--- src/rtl/msg_sched_pkg.sv ---
package msg_sched_pkg;
  parameter int unsigned SCH_WORD_W     = 64;
  parameter int unsigned SCH_LANES      = 4;
  parameter int unsigned SCH_NEXT_LANES = 2;
  parameter int unsigned SCH_ROT_A      = 1;
  parameter int unsigned SCH_ROT_B      = 8;
  parameter int unsigned SCH_SHR_C      = 7;
endpackage

--- src/rtl/msg_s0_lane.sv ---
module msg_s0_lane #(
  parameter int unsigned WORD_W = 64,
  parameter int unsigned ROT_A  = 1,
  parameter int unsigned ROT_B  = 8,
  parameter int unsigned SHR_C  = 7
) (
  input  logic [WORD_W-1:0] cur_word,
  input  logic [WORD_W-1:0] nxt_word,
  output logic [WORD_W-1:0] lane_sum
);
  localparam int unsigned RA = ROT_A % WORD_W;
  localparam int unsigned RB = ROT_B % WORD_W;

  logic [WORD_W-1:0] rot_a;
  logic [WORD_W-1:0] rot_b;
  logic [WORD_W-1:0] shr_c;
  logic [WORD_W-1:0] mix;

  generate
    if (RA == 0) begin : g_ra_zero
      assign rot_a = nxt_word;
    end else begin : g_ra_rot
      assign rot_a = {nxt_word[RA-1:0], nxt_word[WORD_W-1:RA]};
    end
    if (RB == 0) begin : g_rb_zero
      assign rot_b = nxt_word;
    end else begin : g_rb_rot
      assign rot_b = {nxt_word[RB-1:0], nxt_word[WORD_W-1:RB]};
    end
  endgenerate

  assign shr_c    = nxt_word >> SHR_C;
  assign mix      = rot_a ^ rot_b ^ shr_c;
  assign lane_sum = cur_word + mix;
endmodule

--- src/rtl/msg_s0_reg.sv ---
module msg_s0_reg #(
  parameter int unsigned DATA_W = 256
) (
  input  logic              clk,
  input  logic              rst,
  input  logic              load,
  input  logic [DATA_W-1:0] d_in,
  output logic              v_out,
  output logic [DATA_W-1:0] d_out
);
  always_ff @(posedge clk) begin
    if (rst) v_out <= 1'b0;
    else     v_out <= load;
  end

  always_ff @(posedge clk) begin
    if (load) d_out <= d_in;
  end
endmodule

--- src/rtl/msg_sched_s0.sv ---
module msg_sched_s0 import msg_sched_pkg::*; #(
  parameter int unsigned WORD_W     = SCH_WORD_W,
  parameter int unsigned LANES      = SCH_LANES,
  parameter int unsigned NEXT_LANES = SCH_NEXT_LANES,
  parameter int unsigned ROT_A      = SCH_ROT_A,
  parameter int unsigned ROT_B      = SCH_ROT_B,
  parameter int unsigned SHR_C      = SCH_SHR_C
) (
  input  logic                         clk,
  input  logic                         rst,
  input  logic                         in_valid,
  input  logic [WORD_W*LANES-1:0]      in_words,
  input  logic [WORD_W*NEXT_LANES-1:0] in_next,
  output logic                         out_valid,
  output logic [WORD_W*LANES-1:0]      out_words
);
  localparam int unsigned VEC_W  = WORD_W * LANES;
  localparam int unsigned NEXT_W = WORD_W * NEXT_LANES;

  logic [WORD_W-1:0] word_ext [LANES+1];
  logic [VEC_W-1:0]  lane_sum;
  logic              unused_next_hi;

  assign unused_next_hi = ^in_next[NEXT_W-1:WORD_W];

  generate
    for (genvar k = 0; k < LANES; k++) begin : g_split
      assign word_ext[k] = in_words[k*WORD_W +: WORD_W];
    end
  endgenerate
  assign word_ext[LANES] = in_next[WORD_W-1:0];

  generate
    for (genvar k = 0; k < LANES; k++) begin : g_lane
      msg_s0_lane #(
        .WORD_W(WORD_W), .ROT_A(ROT_A), .ROT_B(ROT_B), .SHR_C(SHR_C)
      ) u_lane (
        .cur_word(word_ext[k]),
        .nxt_word(word_ext[k+1]),
        .lane_sum(lane_sum[k*WORD_W +: WORD_W])
      );
    end
  endgenerate

  msg_s0_reg #(.DATA_W(VEC_W)) u_out (
    .clk  (clk),
    .rst  (rst),
    .load (in_valid),
    .d_in (lane_sum),
    .v_out(out_valid),
    .d_out(out_words)
  );
endmodule

--- config.mk ---
export PLATFORM = sky130hd
export DESIGN_NAME = msg_sched_s0
export DESIGN_NICKNAME = d
export VERILOG_FILES = /design/src/rtl/msg_sched_pkg.sv /design/src/rtl/msg_s0_lane.sv /design/src/rtl/msg_s0_reg.sv /design/src/rtl/msg_sched_s0.sv
export SDC_FILE = /design/constraint.sdc
export NUM_CORES = 1
export LEC_CHECK = 0
export CAP_MARGIN = 5
export CORE_MARGIN = 2
export CORE_UTILIZATION = 43
export CTS_BUF_LIST = sky130_fd_sc_hd__clkbuf_16
export DETAILED_ROUTE_END_ITERATION = 8
export PLACE_DENSITY = 0.82
export SKIP_CTS_REPAIR_TIMING = 1
export SYNTH_ARGS = -nofsm -noshare
export SYNTH_HDL_FRONTEND = slang
export SYNTH_HIERARCHICAL = 1
export SYNTH_SLANG_ARGS = --single-unit
export TNS_END_PERCENT = 50
--- constraint.sdc ---
create_clock -name clk -period 4.6 [get_ports clk]
set_input_delay 0.46 -clock clk [delete_from_list [all_inputs] [get_ports clk]]
set_output_delay 0.46 -clock clk [all_outputs]
set_load 0.1 [all_outputs]
==> After elaboration in Yosys (flattened, before gate mapping) <==
Index checks and enable logic that the tools add are counted.
{ "totals": {"regBits": 257, "inputBits": 387, "output_inout_bits": 257, "word_cells": 14} }
{ "op_classes": {"n_addsub": 4, "bitwise": 8} }
{ "ops": {"columns": ["cell", "count"], "rows": [
  ["$add 64x64->64", 4],
  ["$xor 64x57->64", 4],
  ["$xor 64x64->64", 4]
]} }

==> Depth between registers and ports, before layout <==
{ "depth": {"word_depth": 3, "mapped_depth": 15, "depth_no_buf": 15} }

==> Modules after synthesis <==
The synthesis kept the hierarchy.
{ "by_module_without_submodules": {"columns": ["module", "instances", "cells_per_inst", "area_each_um2", "seq_area_each_um2"], "rows": [
  ["msg_s0_reg", 1, 258, 7721.2, 7707.4],
  ["msg_s0_lane (g_lane[1].u_lane)", 1, 695, 5069.9, 0.0],
  ["msg_s0_lane (g_lane[3].u_lane)", 1, 662, 4879.7, 0.0],
  ["msg_s0_lane (g_lane[0].u_lane)", 1, 669, 4865.9, 0.0],
  ["msg_s0_lane (g_lane[2].u_lane)", 1, 652, 4783.3, 0.0]
]} }

==> Least setup slack after synthesis <==
Ideal clock, no wire load.
{ "synth_path": {"kind": "input to register", "startpoint": "in in_words[193]", "endpoint": "reg u_out.d_out[190], data pin", "setup_time_ps": 255, "arrival_ps": 3100, "t_required_ps": 4345, "slack_ps": 1245, "stages": 15, "path_cell_list": "xnor2_1 > xnor2_1 > ha_1 > inv_1 > fa_1 > nor2b_1 > o21ai_2 > o221ai_2 > a31oi_2 > o31ai_2 > a21bo_2 > a21o_1 > a31o_2 > nand4_1 > and3_1"} }
{ "synth_between": {"elab_chain_len": 3} }
{ "synth_lines": {"columns": ["item", "line", "rtl"], "rows": [
  ["start: declaration", "msg_sched_s0.sv:12", "input logic [WORD_W*LANES-1:0] in_words,"],
  ["$xor 64x64->64", "msg_s0_lane.sv:33", "assign mix = rot_a ^ rot_b ^ shr_c;"],
  ["$xor 64x57->64", "msg_s0_lane.sv:33", null],
  ["$add 64x64->64", "msg_s0_lane.sv:34", "assign lane_sum = cur_word + mix;"],
  ["via lane_sum[190]", "msg_sched_s0.sv:21", "logic [VEC_W-1:0] lane_sum;"],
  ["end signal: assignment", "msg_s0_reg.sv:17", "if (load) d_out <= d_in;"],
  ["end: declaration", "msg_s0_reg.sv:9", "output logic [DATA_W-1:0] d_out"]
]} }
The timed path passes the listed nets, and every way through them passes these cells.
A chain may end at the register's enable or synchronous reset.

==> Worst setup path after layout <==
{ "layout_path": {"startpoint": "in in_words[193]", "endpoint": "reg u_out.d_out[188], data pin"} }
Same word-level chain as after synthesis.

==> impl_metrics.tcl <==
set metrics [dict create \
    worst-setup-path-type "input pin to flop" \
    clkSlewWorstSetupHoldPaths_ps 60 \
    synthCells 2936 \
    die_y_um 256.1 \
    clock.fmax_mhz 246.8 \
    cts_tree "built" \
    detail_route.drc_violations 0 \
    synth_edf_count 256 \
    fin_crit_ps 4052 \
    io_pins 644 \
    p_comb_share_pct 64.4 \
    grt_first_pass_wirelength_mm 155.1 \
    setup_viol 0 \
    post-place-ws_ps 34.67 \
    dpl.hpwl_mm 89.88 \
    crit_required_ps 4890 \
    vias 25260 \
    fin_nets 4237 \
    setup_tns_ps 0 \
    clkPwrFrac_pct 15.2 \
    async_reset_ff_share_pct 0 \
    wl_per_cell_um 23.91 \
    p_leak_nw 13.79 \
    drt_iter0_markers 1809 \
    powerDensity_nw_per_um2 518.2 \
    path_max_fanout 4 \
    worstMarginPinSlew_ps 1221 \
    sw_frac_of_total_pct 53.07 \
    gp_congestion 1.022 \
    first_pass_iters 6 \
    intPower_mw 8.683 \
    antenna_found_initial 1 \
    total_power_mw 18.50 \
    end_kind "flop" \
    arrival_ps 4340 \
    maxCapViolations 0 \
    synth_nets 3603 \
    detail-route-antenna-nets 0 \
    drv_slew 0 \
    ys_types 113 \
    final_layout_size_suffix_gt1_share_pct 6.926 \
    port_buffers 579 \
    grt.total_usage_pct 31.22 \
    seqPwrFrac_pct 20.4 \
    root_buffer "clkbuf_16" \
    p_sw_mw 9.820 \
    yosysTopAreaCell "edfxtp_1" \
    synthTopCellsByArea "edfxtp_1 (28%), xnor2_1 (20%), ha_1 (13%), a21oi_1 (5.3%), xor2_1 (3.5%)" \
    rsz0062_at_grt "false" \
    synth_seq_cells 257 \
    finalCritPeriodShare_pct 88.08 \
    grt_max_degree 107 \
    netlist.area_leader.share_pct 28.14 \
    ir_worst_vdd_v 0.0004073 \
    status "finished clean" \
    dieArea_um2 65570 \
    rows 92 \
    vias_per_cell 5.686 \
    htree_levels 2 \
    layout_setup_ws_ps 548.5 \
    clock-sinks 257 \
    clockBufferDepth 3 \
    grt_remaining_overflow 0 \
    fin_util_pct 56.71 \
    start_util_pct 43.39 \
    start_kind "input pin" \
    cts_buffers 35 \
    grt_pass1_vias 25210 \
    area_growth_syn_to_layout_pct 30.71 \
    synth_ff_type "edfxtp_1" \
    core_um2 62970 \
    yosys_warnings 6 \
    netlist_area_um2 27320 \
    min_path_type "input pin to flop" \
    slew_headroom_pct 18.34 \
    fillers 5612 \
    seq_area_frac_synth_pct 28.21 \
    die_x_um 256.1 \
    finalHoldViolCount 0 \
    synth.avg_cell_area_um2 9.305 \
    wl_mm 106.2 \
]
-- state kept, by name, summed over array words and instances (netlist names) --
name and count:
u_out/d_out 256, u_out/v_out 1
-- cell families after synthesis --
| logic type | count (synthesis) | share of synthesized area (%) |
|---|---|---|
| multiplexers | 1 | 0.03664 |
| XOR/XNOR | 726 | 23.27 |
| adder cells (fa/ha/maj) | 280 | 12.93 |
| AND/OR/NAND/NOR | 646 | 11.58 |
| flip-flops | 257 | 28.21 |
| AO/OA/AOI/OAI | 862 | 21.46 |
| buffers and inverters | 164 | 2.505 |
-- final timing paths --
kind                      start          endpoint  cells past startpoint
setup / recovery  in_words[193]  u_out/d_out[188]                     19
hold / removal              rst       u_out/v_out                      2
-- per-layer routing --
layer	vias up	GRT usage [%]	part of all wire, %
met5	-	0	0
met4	0	14.36	5.0
met3	206	4.427	6.3
met2	1030	55.26	49
met1	12040	37.30	40
li1	11990	-	-
-- area by class of cell --
type	instances	area [um2]	share of cell area, %
clock inverter	25	225.2	0.6307
sequential	257	7707	21.58
clock buffer	37	925.9	2.593
tap	846	1059	2.964
timing repair buffer	672	6529	18.28
inverter	89	334.1	0.9355
multi-input combinational	2515	18930	53.00
antenna	1	2.502	0.007007
-- cell usage after synthesis, types with 5 or more instances --
master / instances
ha_1: 276
nor2_1: 160
and3_1: 12
a21oi_2: 17
a221o_1: 5
a21oi_1: 291
a21o_1: 125
o21ai_0: 123
xor2_1: 108
and4_1: 8
a31oi_1: 27
o21a_1: 25
o21ai_1: 39
nand2b_1: 20
inv_1: 89
edfxtp_1: 256
nand3_1: 36
xnor2_1: 618
clkbuf_1: 48
a21boi_0: 5
o211ai_1: 12
o21bai_1: 43
nor2b_1: 27
o31ai_1: 9
a41o_1: 5
a41oi_1: 9
nor4_1: 7
a211o_1: 6
o21ai_2: 8
a211oi_1: 14
or3_1: 7
buf_2: 19
nor3_1: 37
o31ai_2: 7
a21boi_1: 6
and2_1: 18
nand4_1: 75
nand2_1: 207
o221ai_1: 5
-- layout by cell type, fill, tap and decap left out, types with 12 or more instances in the layout --
cell type / n
and3_1: 12
o21ai_0: 123
ha_1: 276
xor2_1: 108
buf_4: 93
inv_1: 96
nor2_1: 160
a21oi_2: 17
nand2b_1: 20
a31oi_1: 27
o21bai_1: 43
edfxtp_1: 256
clkdlybuf4s50_1: 575
o211ai_1: 12
nand2_1: 207
a21o_1: 125
a21oi_1: 291
nand3_1: 36
clkbuf_16: 37
and2_1: 18
xnor2_1: 618
o21ai_1: 39
a211oi_1: 14
o21a_1: 25
nand4_1: 75
nor3_1: 37
nor2b_1: 27
-- through the flow --
| step | hold WS (ps) | area (um2) | std cells |
|---|---|---|---|
| after floorplan | 524.3 | 27320 | 2936 |
| after global placement | 1041 | 34560 | 4379 |
| after detailed placement | 1064 | 34560 | 4379 |
| after CTS | 484.6 | 35710 | 4441 |
| after global routing | 494.9 | 35710 | 4442 |
| final | 501.6 | 35710 | 4442 |
-- power by group through the flow --
stage | registers, mW | logic (mW) | clock network (mW)
2_1_floorplan | 8.33 | 4.10 | 0
3_3_place_gp | 3.80 | 11.8 | 0
3_5_place_dp | 3.81 | 11.8 | 0
4_1_cts | 3.78 | 11.9 | 2.86
5_1_grt | 3.83 | 12.5 | 2.95
6_report | 3.77 | 11.9 | 2.81
-- critical path, stage by stage --
cell and delay [ps]:
clkdlybuf4s50_1 520, xnor2_1 300, xnor2_1 180, buf_4 170, ha_1 210, inv_1 70, fa_1 430, nor2b_1 160
o21ai_2 80, o221ai_2 200, a31oi_2 150, o31ai_2 240, buf_4 170, a21bo_2 190, a31oi_1 120, nor3_1 250
buf_4 160, a41oi_1 120, xnor2_1 160
No activity file was read; power rests on OpenSTA's default activity.
